$ cat src/rtl/fseg_pkg.sv
package fseg_pkg;
  localparam int MAX_CS  = 5;
  localparam int IDX_W   = 3;
  localparam int UNIT_SH = 23;

  typedef struct packed {
    logic [7:0] end_u;
    logic [7:0] start_u;
  } seg_t;

  function automatic logic [31:0] seg_pack(seg_t s);
    return {s.end_u, s.start_u, 16'h0000};
  endfunction
endpackage

$ cat src/rtl/fseg_wr_check.sv
module fseg_wr_check
  import fseg_pkg::*;
#(
  parameter int         NUM_CS = 5,
  parameter logic [7:0] BASE_U = 8'h40,
  parameter logic [7:0] SPAN_U = 8'h20
) (
  input  logic                   wr_en_i,
  input  logic [IDX_W-1:0]       wr_idx_i,
  input  logic [31:0]            wr_data_i,
  input  seg_t [NUM_CS-1:0]      segs_i,
  output seg_t                   new_seg_o,
  output logic [NUM_CS-1:0]      apply_o,
  output logic                   drop_o,
  output logic                   misal_o,
  output logic                   ovl_o
);
  localparam logic [8:0] LIM_U = {1'b0, BASE_U} + {1'b0, SPAN_U};

  logic       idx_ok, same, act, drop, misal, ovl;
  logic [7:0] s_fix, e_new, size_u, size_nz;
  seg_t       cur;

  always_comb begin
    idx_ok = 1'b0;
    cur    = '0;
    for (int i = 0; i < NUM_CS; i++) begin
      if (wr_idx_i == IDX_W'(i)) begin
        idx_ok = 1'b1;
        cur    = segs_i[i];
      end
    end
  end

  assign same    = (wr_data_i == seg_pack(cur));
  assign act     = wr_en_i && idx_ok && !same;
  assign e_new   = wr_data_i[31:24];
  // chip 0 start is pinned to the aperture base
  assign s_fix   = (wr_idx_i == '0) ? BASE_U : wr_data_i[23:16];
  assign size_u  = e_new - s_fix;
  assign size_nz = (size_u == 8'd0) ? 8'd1 : size_u;

  assign drop  = (e_new <= BASE_U) || ({1'b0, s_fix} > LIM_U);
  assign misal = (e_new != s_fix) && ((e_new < s_fix) || ((s_fix % size_nz) != 8'd0));

  always_comb begin
    ovl = 1'b0;
    for (int j = 0; j < NUM_CS; j++) begin
      if (wr_idx_i != IDX_W'(j) &&
          e_new > segs_i[j].start_u && s_fix < segs_i[j].end_u)
        ovl = 1'b1;
    end
  end

  always_comb begin
    apply_o = '0;
    for (int i = 0; i < NUM_CS; i++)
      apply_o[i] = act && !drop && (wr_idx_i == IDX_W'(i));
  end

  assign new_seg_o = '{end_u: e_new, start_u: s_fix};
  assign drop_o    = act && drop;
  assign misal_o   = act && !drop && misal;
  assign ovl_o     = act && !drop && ovl;
endmodule

$ cat src/rtl/fseg_lookup.sv
module fseg_lookup
  import fseg_pkg::*;
#(
  parameter int NUM_CS = 5
) (
  input  logic [31:0]        addr_i,
  input  seg_t [NUM_CS-1:0]  segs_i,
  output logic               hit_o,
  output logic [IDX_W-1:0]   idx_o,
  output logic [31:0]        offset_o
);
  logic [8:0] unit;
  assign unit = addr_i[31:UNIT_SH];

  always_comb begin
    hit_o    = 1'b0;
    idx_o    = '0;
    offset_o = '0;
    for (int i = 0; i < NUM_CS; i++) begin
      if (!hit_o && unit >= {1'b0, segs_i[i].start_u} &&
          unit < {1'b0, segs_i[i].end_u}) begin
        hit_o    = 1'b1;
        idx_o    = IDX_W'(i);
        offset_o = addr_i - {1'b0, segs_i[i].start_u, 23'd0};
      end
    end
  end
endmodule

$ cat src/rtl/flash_seg_decoder.sv
module flash_seg_decoder
  import fseg_pkg::*;
#(
  parameter int                      NUM_CS    = 5,
  parameter logic [7:0]              BASE_U    = 8'h40,
  parameter logic [7:0]              SPAN_U    = 8'h20,
  parameter logic [8*MAX_CS-1:0]     DEF_START = 40'h54_50_4C_48_40,
  parameter logic [8*MAX_CS-1:0]     DEF_END   = 40'h58_54_50_4C_48
) (
  input  logic              clk_i,
  input  logic              rst_ni,
  input  logic              wr_en_i,
  input  logic [IDX_W-1:0]  wr_idx_i,
  input  logic [31:0]       wr_data_i,
  input  logic [IDX_W-1:0]  rd_idx_i,
  output logic [31:0]       rd_data_o,
  input  logic [31:0]       addr_i,
  output logic              hit_o,
  output logic [IDX_W-1:0]  hit_idx_o,
  output logic [31:0]       offset_o,
  output logic              rej_o,
  output logic              misal_o,
  output logic              ovl_o
);
  localparam logic [IDX_W-1:0] NCS_L = IDX_W'(NUM_CS);

  seg_t [NUM_CS-1:0] seg_q;
  seg_t              new_seg;
  logic [NUM_CS-1:0] apply;
  logic              drop_c, misal_c, ovl_c;

  fseg_wr_check #(.NUM_CS(NUM_CS), .BASE_U(BASE_U), .SPAN_U(SPAN_U)) u_chk (
    .wr_en_i  (wr_en_i),
    .wr_idx_i (wr_idx_i),
    .wr_data_i(wr_data_i),
    .segs_i   (seg_q),
    .new_seg_o(new_seg),
    .apply_o  (apply),
    .drop_o   (drop_c),
    .misal_o  (misal_c),
    .ovl_o    (ovl_c)
  );

  for (genvar g = 0; g < NUM_CS; g++) begin : g_seg
    always_ff @(posedge clk_i or negedge rst_ni) begin
      if (!rst_ni) begin
        seg_q[g] <= '{end_u: DEF_END[8*g +: 8], start_u: DEF_START[8*g +: 8]};
      end else if (apply[g]) begin
        seg_q[g] <= new_seg;
      end
    end
  end

  always_ff @(posedge clk_i or negedge rst_ni) begin
    if (!rst_ni) begin
      rej_o   <= 1'b0;
      misal_o <= 1'b0;
      ovl_o   <= 1'b0;
    end else begin
      rej_o   <= drop_c;
      misal_o <= misal_c;
      ovl_o   <= ovl_c;
    end
  end

  always_comb begin
    rd_data_o = '0;
    for (int i = 0; i < NUM_CS; i++)
      if (rd_idx_i == IDX_W'(i)) rd_data_o = seg_pack(seg_q[i]);
  end

  fseg_lookup #(.NUM_CS(NUM_CS)) u_lkp (
    .addr_i  (addr_i),
    .segs_i  (seg_q),
    .hit_o   (hit_o),
    .idx_o   (hit_idx_o),
    .offset_o(offset_o)
  );


  low_zero_chk: assert property (@(posedge clk_i) disable iff (!rst_ni)
    rd_data_o[15:0] == 16'h0000);

  cs0_base_chk: assert property (@(posedge clk_i) disable iff (!rst_ni)
    seg_q[0].start_u == BASE_U);

  hit_idx_chk: assert property (@(posedge clk_i) disable iff (!rst_ni)
    hit_o |-> hit_idx_o < NCS_L);

  rej_excl_chk: assert property (@(posedge clk_i) disable iff (!rst_ni)
    rej_o |-> !misal_o && !ovl_o);

  flag_src_chk: assert property (@(posedge clk_i) disable iff (!rst_ni)
    (rej_o || misal_o || ovl_o) |-> $past(wr_en_i));

  drop_hold_chk: assert property (@(posedge clk_i) disable iff (!rst_ni)
    drop_c |=> $stable(seg_q));
endmodule

$ cat config.mk
export PLATFORM = sky130hd
export DESIGN_NAME = flash_seg_decoder
export DESIGN_NICKNAME = d
export VERILOG_FILES = /design/src/rtl/fseg_pkg.sv /design/src/rtl/fseg_wr_check.sv /design/src/rtl/fseg_lookup.sv /design/src/rtl/flash_seg_decoder.sv
export SDC_FILE = /design/constraint.sdc
export NUM_CORES = 1
export LEC_CHECK = 0
export BUFFER_PORTS_ARGS = -buffer_cell sky130_fd_sc_hd__buf_2
export CORE_MARGIN = 3
export CORE_UTILIZATION = 35
export DETAILED_ROUTE_END_ITERATION = 8
export PLACE_DENSITY = 0.56
export SLEW_MARGIN = 30
export SYNTH_ARGS = -nofsm -noshare
export SYNTH_HDL_FRONTEND = slang
export SYNTH_HIERARCHICAL = 1
export SYNTH_SLANG_ARGS = --single-unit
$ cat constraint.sdc
create_clock -name clk_i -period 6.8 [get_ports clk_i]
set_input_delay 1.02 -clock clk_i [delete_from_list [all_inputs] [get_ports clk_i]]
set_output_delay 1.02 -clock clk_i [all_outputs]
set_load 0.02 [all_outputs]
======== Yosys cells after proc, flatten, opt, wreduce, memory -nomap -nowiden ========
Index checks and enable logic that the tools add are counted.
word-level totals
  bits in read-only memories .............. 0
  register bits ........................... 83
  bits in latches ......................... 0
  input bits .............................. 73
  logic and storage cells ................. 137
  memories kept ........................... 0
  memory bits (writable) .................. 0
  output and inout bits ................... 71
cells by class
  order comparisons ....................... 23
  $add $sub $neg .......................... 6
  multipliers ............................. 0
  bitwise operators ....................... 0
  reductions and logical operators ........ 44
  mux-type cells .......................... 36
  shifts and indexed selects .............. 0
  div/mod/pow operators ................... 1
  eq/ne operators ......................... 14
operator list
  operator                                              number
  two-way mux 32 bit                                    10
  subtractor 32 x 31 -> 32 bit                          5
  two-way mux 16 bit                                    5
  < comparator 8 bit                                    6
  greater-or-equal comparator 9 x 8 -> 1 bit            5
  < comparator 9 x 8 -> 1 bit                           5
  > comparator 8 bit                                    5
  equality test 32 bit                                  1
  logical AND 1 bit                                     31
  two-way mux 1 bit                                     16
  two-way mux 8 bit                                     2
  equality test 3 x 2 -> 1 bit (second input constant)  4
  > comparator 8 x 7 -> 1 bit (second input constant)   1
  <= comparator 8 x 7 -> 1 bit (second input constant)  1
  logical NOT 8 bit                                     1
  modulo 8 x 8 -> 8 bit                                 1
  != test 8 bit                                         1
  nonzero test 8 bit                                    1
  subtractor 8 bit                                      1
  equality test 3 x 1 -> 1 bit (second input constant)  2
  equality test 3 bit (second input constant)           2
  logical NOT 1 bit                                     6
  logical NOT 3 bit                                     2
  != test 3 x 2 -> 1 bit (second input constant)        2
  6 further kinds                                       8

======== Longest topological paths before layout ========
  word-level depth ........................ 19
  mapped depth ............................ 73
  mapped depth without buffers ............ 68

======== Cells and area by module ========
Netlist, hierarchy kept.
modules (own cells, without submodules)
  module             seq. area each (um^2)  times used  cells each  area an instance (um^2)
  fseg_wr_check      0.0                    1           762         5619.1
  flash_seg_decoder  2107.0                 1           267         3878.7
  fseg_lookup        0.0                    1           473         3395.8

======== Worst setup path before layout ========
OpenSTA, ideal clock, no wires.
  path type ............................... input -> register
  start point ............................. input wr_idx_i[0]
  end point ............................... register misal_o
  setup slack ............................. -7.152 ns
  setup time .............................. 0.133 ns
  data arrival time ....................... 13.819 ns
  stages .................................. 70
  buffers on the path ..................... 5
  path through ............................ buf_2 > or3_1 > buf_2 > nand2_1 > inv_1 > ha_1 > inv_1 > fa_1 > a211oi_2 > nor2_1 > o221ai_4 > o211ai_2 > buf_6 > nor2_1 > nand2_1 > nand2_1 > inv_1 > ha_1 > [34 not listed] > ha_1 > o21a_1 > or3_1 > a311oi_1 > o21ba_2 > clkbuf_1 > o31ai_1 > a31oi_2 > ha_1 > nand2_1 > nand2_1 > a211oi_1 > nand3_1 > a21o_1 > o31ai_1 > nand2_1 > o31ai_1 > o22ai_1
RTL lines
  what                    RTL line                 text
  start: declaration      flash_seg_decoder.sv:13  input logic [IDX_W-1:0] wr_idx_i,
  end signal: assignment  flash_seg_decoder.sv:61  misal_o <= misal_c;
  end: declaration        flash_seg_decoder.sv:22  output logic misal_o,

==> results.cfg <==
[status]
status = finished with violations
violations = setup timing

[sta]
max_slew_margin_pct = 40.2
skew_ns = 0.0133
min_period_ns = 12.27
grt_setup_unrepaired = true
max_freq_mhz = 81.5
fin_worst_hold_slack_ns = 0.602
timing.final.crit_share_pct = 180
layout_setup_ws_ns = -5.47
worst_pin_slew_ns = 0.889
setup_tns_ns = -5.47
hold_viol = 0
drv_slew = 0
setup_viol = 1

[cells_and_area]
stdcell_count = 2292
postLayoutCellArea_um2 = 16600
finish.utilization_pct = 46.1
num_antenna_cells = 0
final_nets = 2100
num-fill-cells = 3470
drive_gt1_share_pct = 36.8
syn_to_final_growth_pct = 28.4

[placed_design]
place_inst = 2236
gp_congestion = 0.965
dp_hpwl_um = 37500
pre_cts_slack_ns = -6.43
placed_cell_area_um2 = 15300
portBuffers = 127

[synthesis]
synth_area_leaders = ha_1 19%, dfrtp_1 11%, mux2_2 7.9%
synthDistinctLibCells = 105
synth_area_um2 = 12900
ys.flop_type = dfrtp_1
synth_common_cells = 194 x ha_1, 181 x inv_1, 94 x nor2_1
ys_ff_latch = 83
yosysWarnings = 6
synth_top_area_cell = ha_1
yosysSeqAreaShare_pct = 16.3
synthCells = 1502
yosysTopAreaCellShare_pct = 18.8
ys_async_sr_fraction_pct = 100
syn_area_per_cell_um2 = 8.58
synth_edf_count = 0
synth.most_common_cell = ha_1

[critical_path]
end_kind = flop
r2r-start = seg_q[50]
r2r-end = seg_q[28]
worstPathMaxFanout = 6
worstSetupPathType = input pin to flop
cp-start-kind = input pin
required_ns = 7.03
rr_worst_depth = 9
critPathArrivalTime_ns = 12.50
slowest_delay_ns = 0.45
crit_path_top_delay_cell = or3_4
reg2reg_slack_ns = 3.17

[worst_hold_path]
min_from = seg_q[5]
min_to = seg_q[5]
min_path_type = flop to flop
holdPathStages = 1

[routing]
vias = 13000
drc_errors = 0
dr.first_iter.drc_count = 874
routedWlPerCell_um = 21.2
viasPerCell = 5.69
ant_nets = 0
wl_um = 48700
route.met2.wl_um = 23000
highest_layer = met4
wl_met3_um = 2380
met1_length_um = 22200
drtPass1Iterations = 5

[die]
pin_count = 144
die-area_um2 = 39200
start_util_pct = 35.9
die_x_um = 198
core_um2 = 35900
die_y_um = 198
rows = 69

[grt]
grt_max_degree = 43
grt_first_pass_wirelength_um = 74000
grt_pass1_vias = 13000
grt_overflow_total = 0
grt.total_usage_pct = 24.1
antenna_found_initial = 0

[power_and_ir_drop]
ir_drop_mv = 0.151
cellPowerDensity_nw_per_um2 = 268
leakage_nw = 7.60
p_total_mw = 4.45

[clocking]
cts_tree = done
cts_made_buffers = 9
insertion_delay_ns = 0.36
cts_sinks = 83
cts_htree_levels = 3
clk_pin_slew_ns = 0.07
cts-root-buf = clkbuf_16
cts_buffer_depth = 2

[flow_run]
max-cap-violations = 0
[flip-flops by register name (all words and copies together), names as in the netlist]
name,flops
misal_o,1
ovl_o,1
rej_o,1
seg_q,80
[area by class of cell]
type | count | area, µm² | share of cell area (%)
Sequential cell | 83 | 2110 | 12.7
Tap cell | 461 | 577 | 3.48
Clock buffer | 9 | 225 | 1.36
Timing Repair Buffer | 364 | 2460 | 14.8
Clock inverter | 7 | 57.6 | 0.348
Multi-Input combinational cell | 1185 | 10400 | 63.1
Inverter | 183 | 689 | 4.16
[cells by family after synthesis]
kind of cell	synth area share (%)
flops	16.3
buf+inv	8.93
other cells	0.0291
fa+ha+maj	19.9
xor+xnor	3.18
mux	13.4
compound gates	21.5
simple gates	16.7
[layer usage]
layer | global-route usage [%] | vias up
li1 | - | 6145
met1 | 33.4 | 6366
met2 | 40.3 | 446
met3 | 2.19 | 80
met4 | 6.58 | 0
met5 | 0 | -
[power breakdown]
group / total (mW) / switching [mW] / internal, mW
Sequential: 0.818 / 0.200 / 0.618
Combinational: 3.14 / 1.64 / 1.50
Clock: 0.484 / 0.230 / 0.254
Total: 4.45 / 2.07 / 2.37
[cells in the final DEF (no fill, tap or decap), types with 11 or more instances in the layout]
master,n
conb_1,16
nand2b_1,17
mux4_2,16
a21oi_1,64
ha_4,14
dfstp_2,24
o21a_1,25
o211ai_1,12
xnor2_1,30
a221o_1,14
a31oi_1,14
a22oi_1,17
nand2_2,11
dfrtp_1,59
nor2_1,84
nand4_1,26
buf_4,233
a21o_1,28
nand3_1,19
nand2_1,62
buf_2,123
xor2_1,15
mux2_2,90
nor2b_1,44
or3_1,11
inv_1,176
nor3_1,26
o21ai_0,59
mux2i_1,23
ha_1,177
[what timing repair did]
action,4_1_cts,5_1_grt
endpoints found under the setup margin,1,1
buffers inserted,30,9
hold buffers,0,0
pin swaps,63,48
gates resized for setup,89,43
gates cloned,1,0
[how the worst max path moves through the flow]
stage | start | endpoint | slack (ns) | cells after the start
5_1_grt | wr_idx_i[2] | misal_o | -6.04 | 68
6_report | wr_idx_i[2] | misal_o | -5.47 | 66
3_3_place_gp | wr_idx_i[0] | misal_o | -6.02 | 62
3_5_place_dp | wr_idx_i[0] | misal_o | -6.43 | 65
2_1_floorplan | wr_idx_i[0] | misal_o | -6.15 | 70
4_1_cts | wr_idx_i[1] | misal_o | -5.38 | 64
[worst max-delay path, delay by kind of cell]
family | cells | cell delay (ns)
fa+ha+maj | 10 | 2.54
simple gates | 15 | 3.03
mux | 3 | 0.63
compound gates | 28 | 4.21
buf+inv | 10 | 1.02
Power figures use the tool's default switching activity.
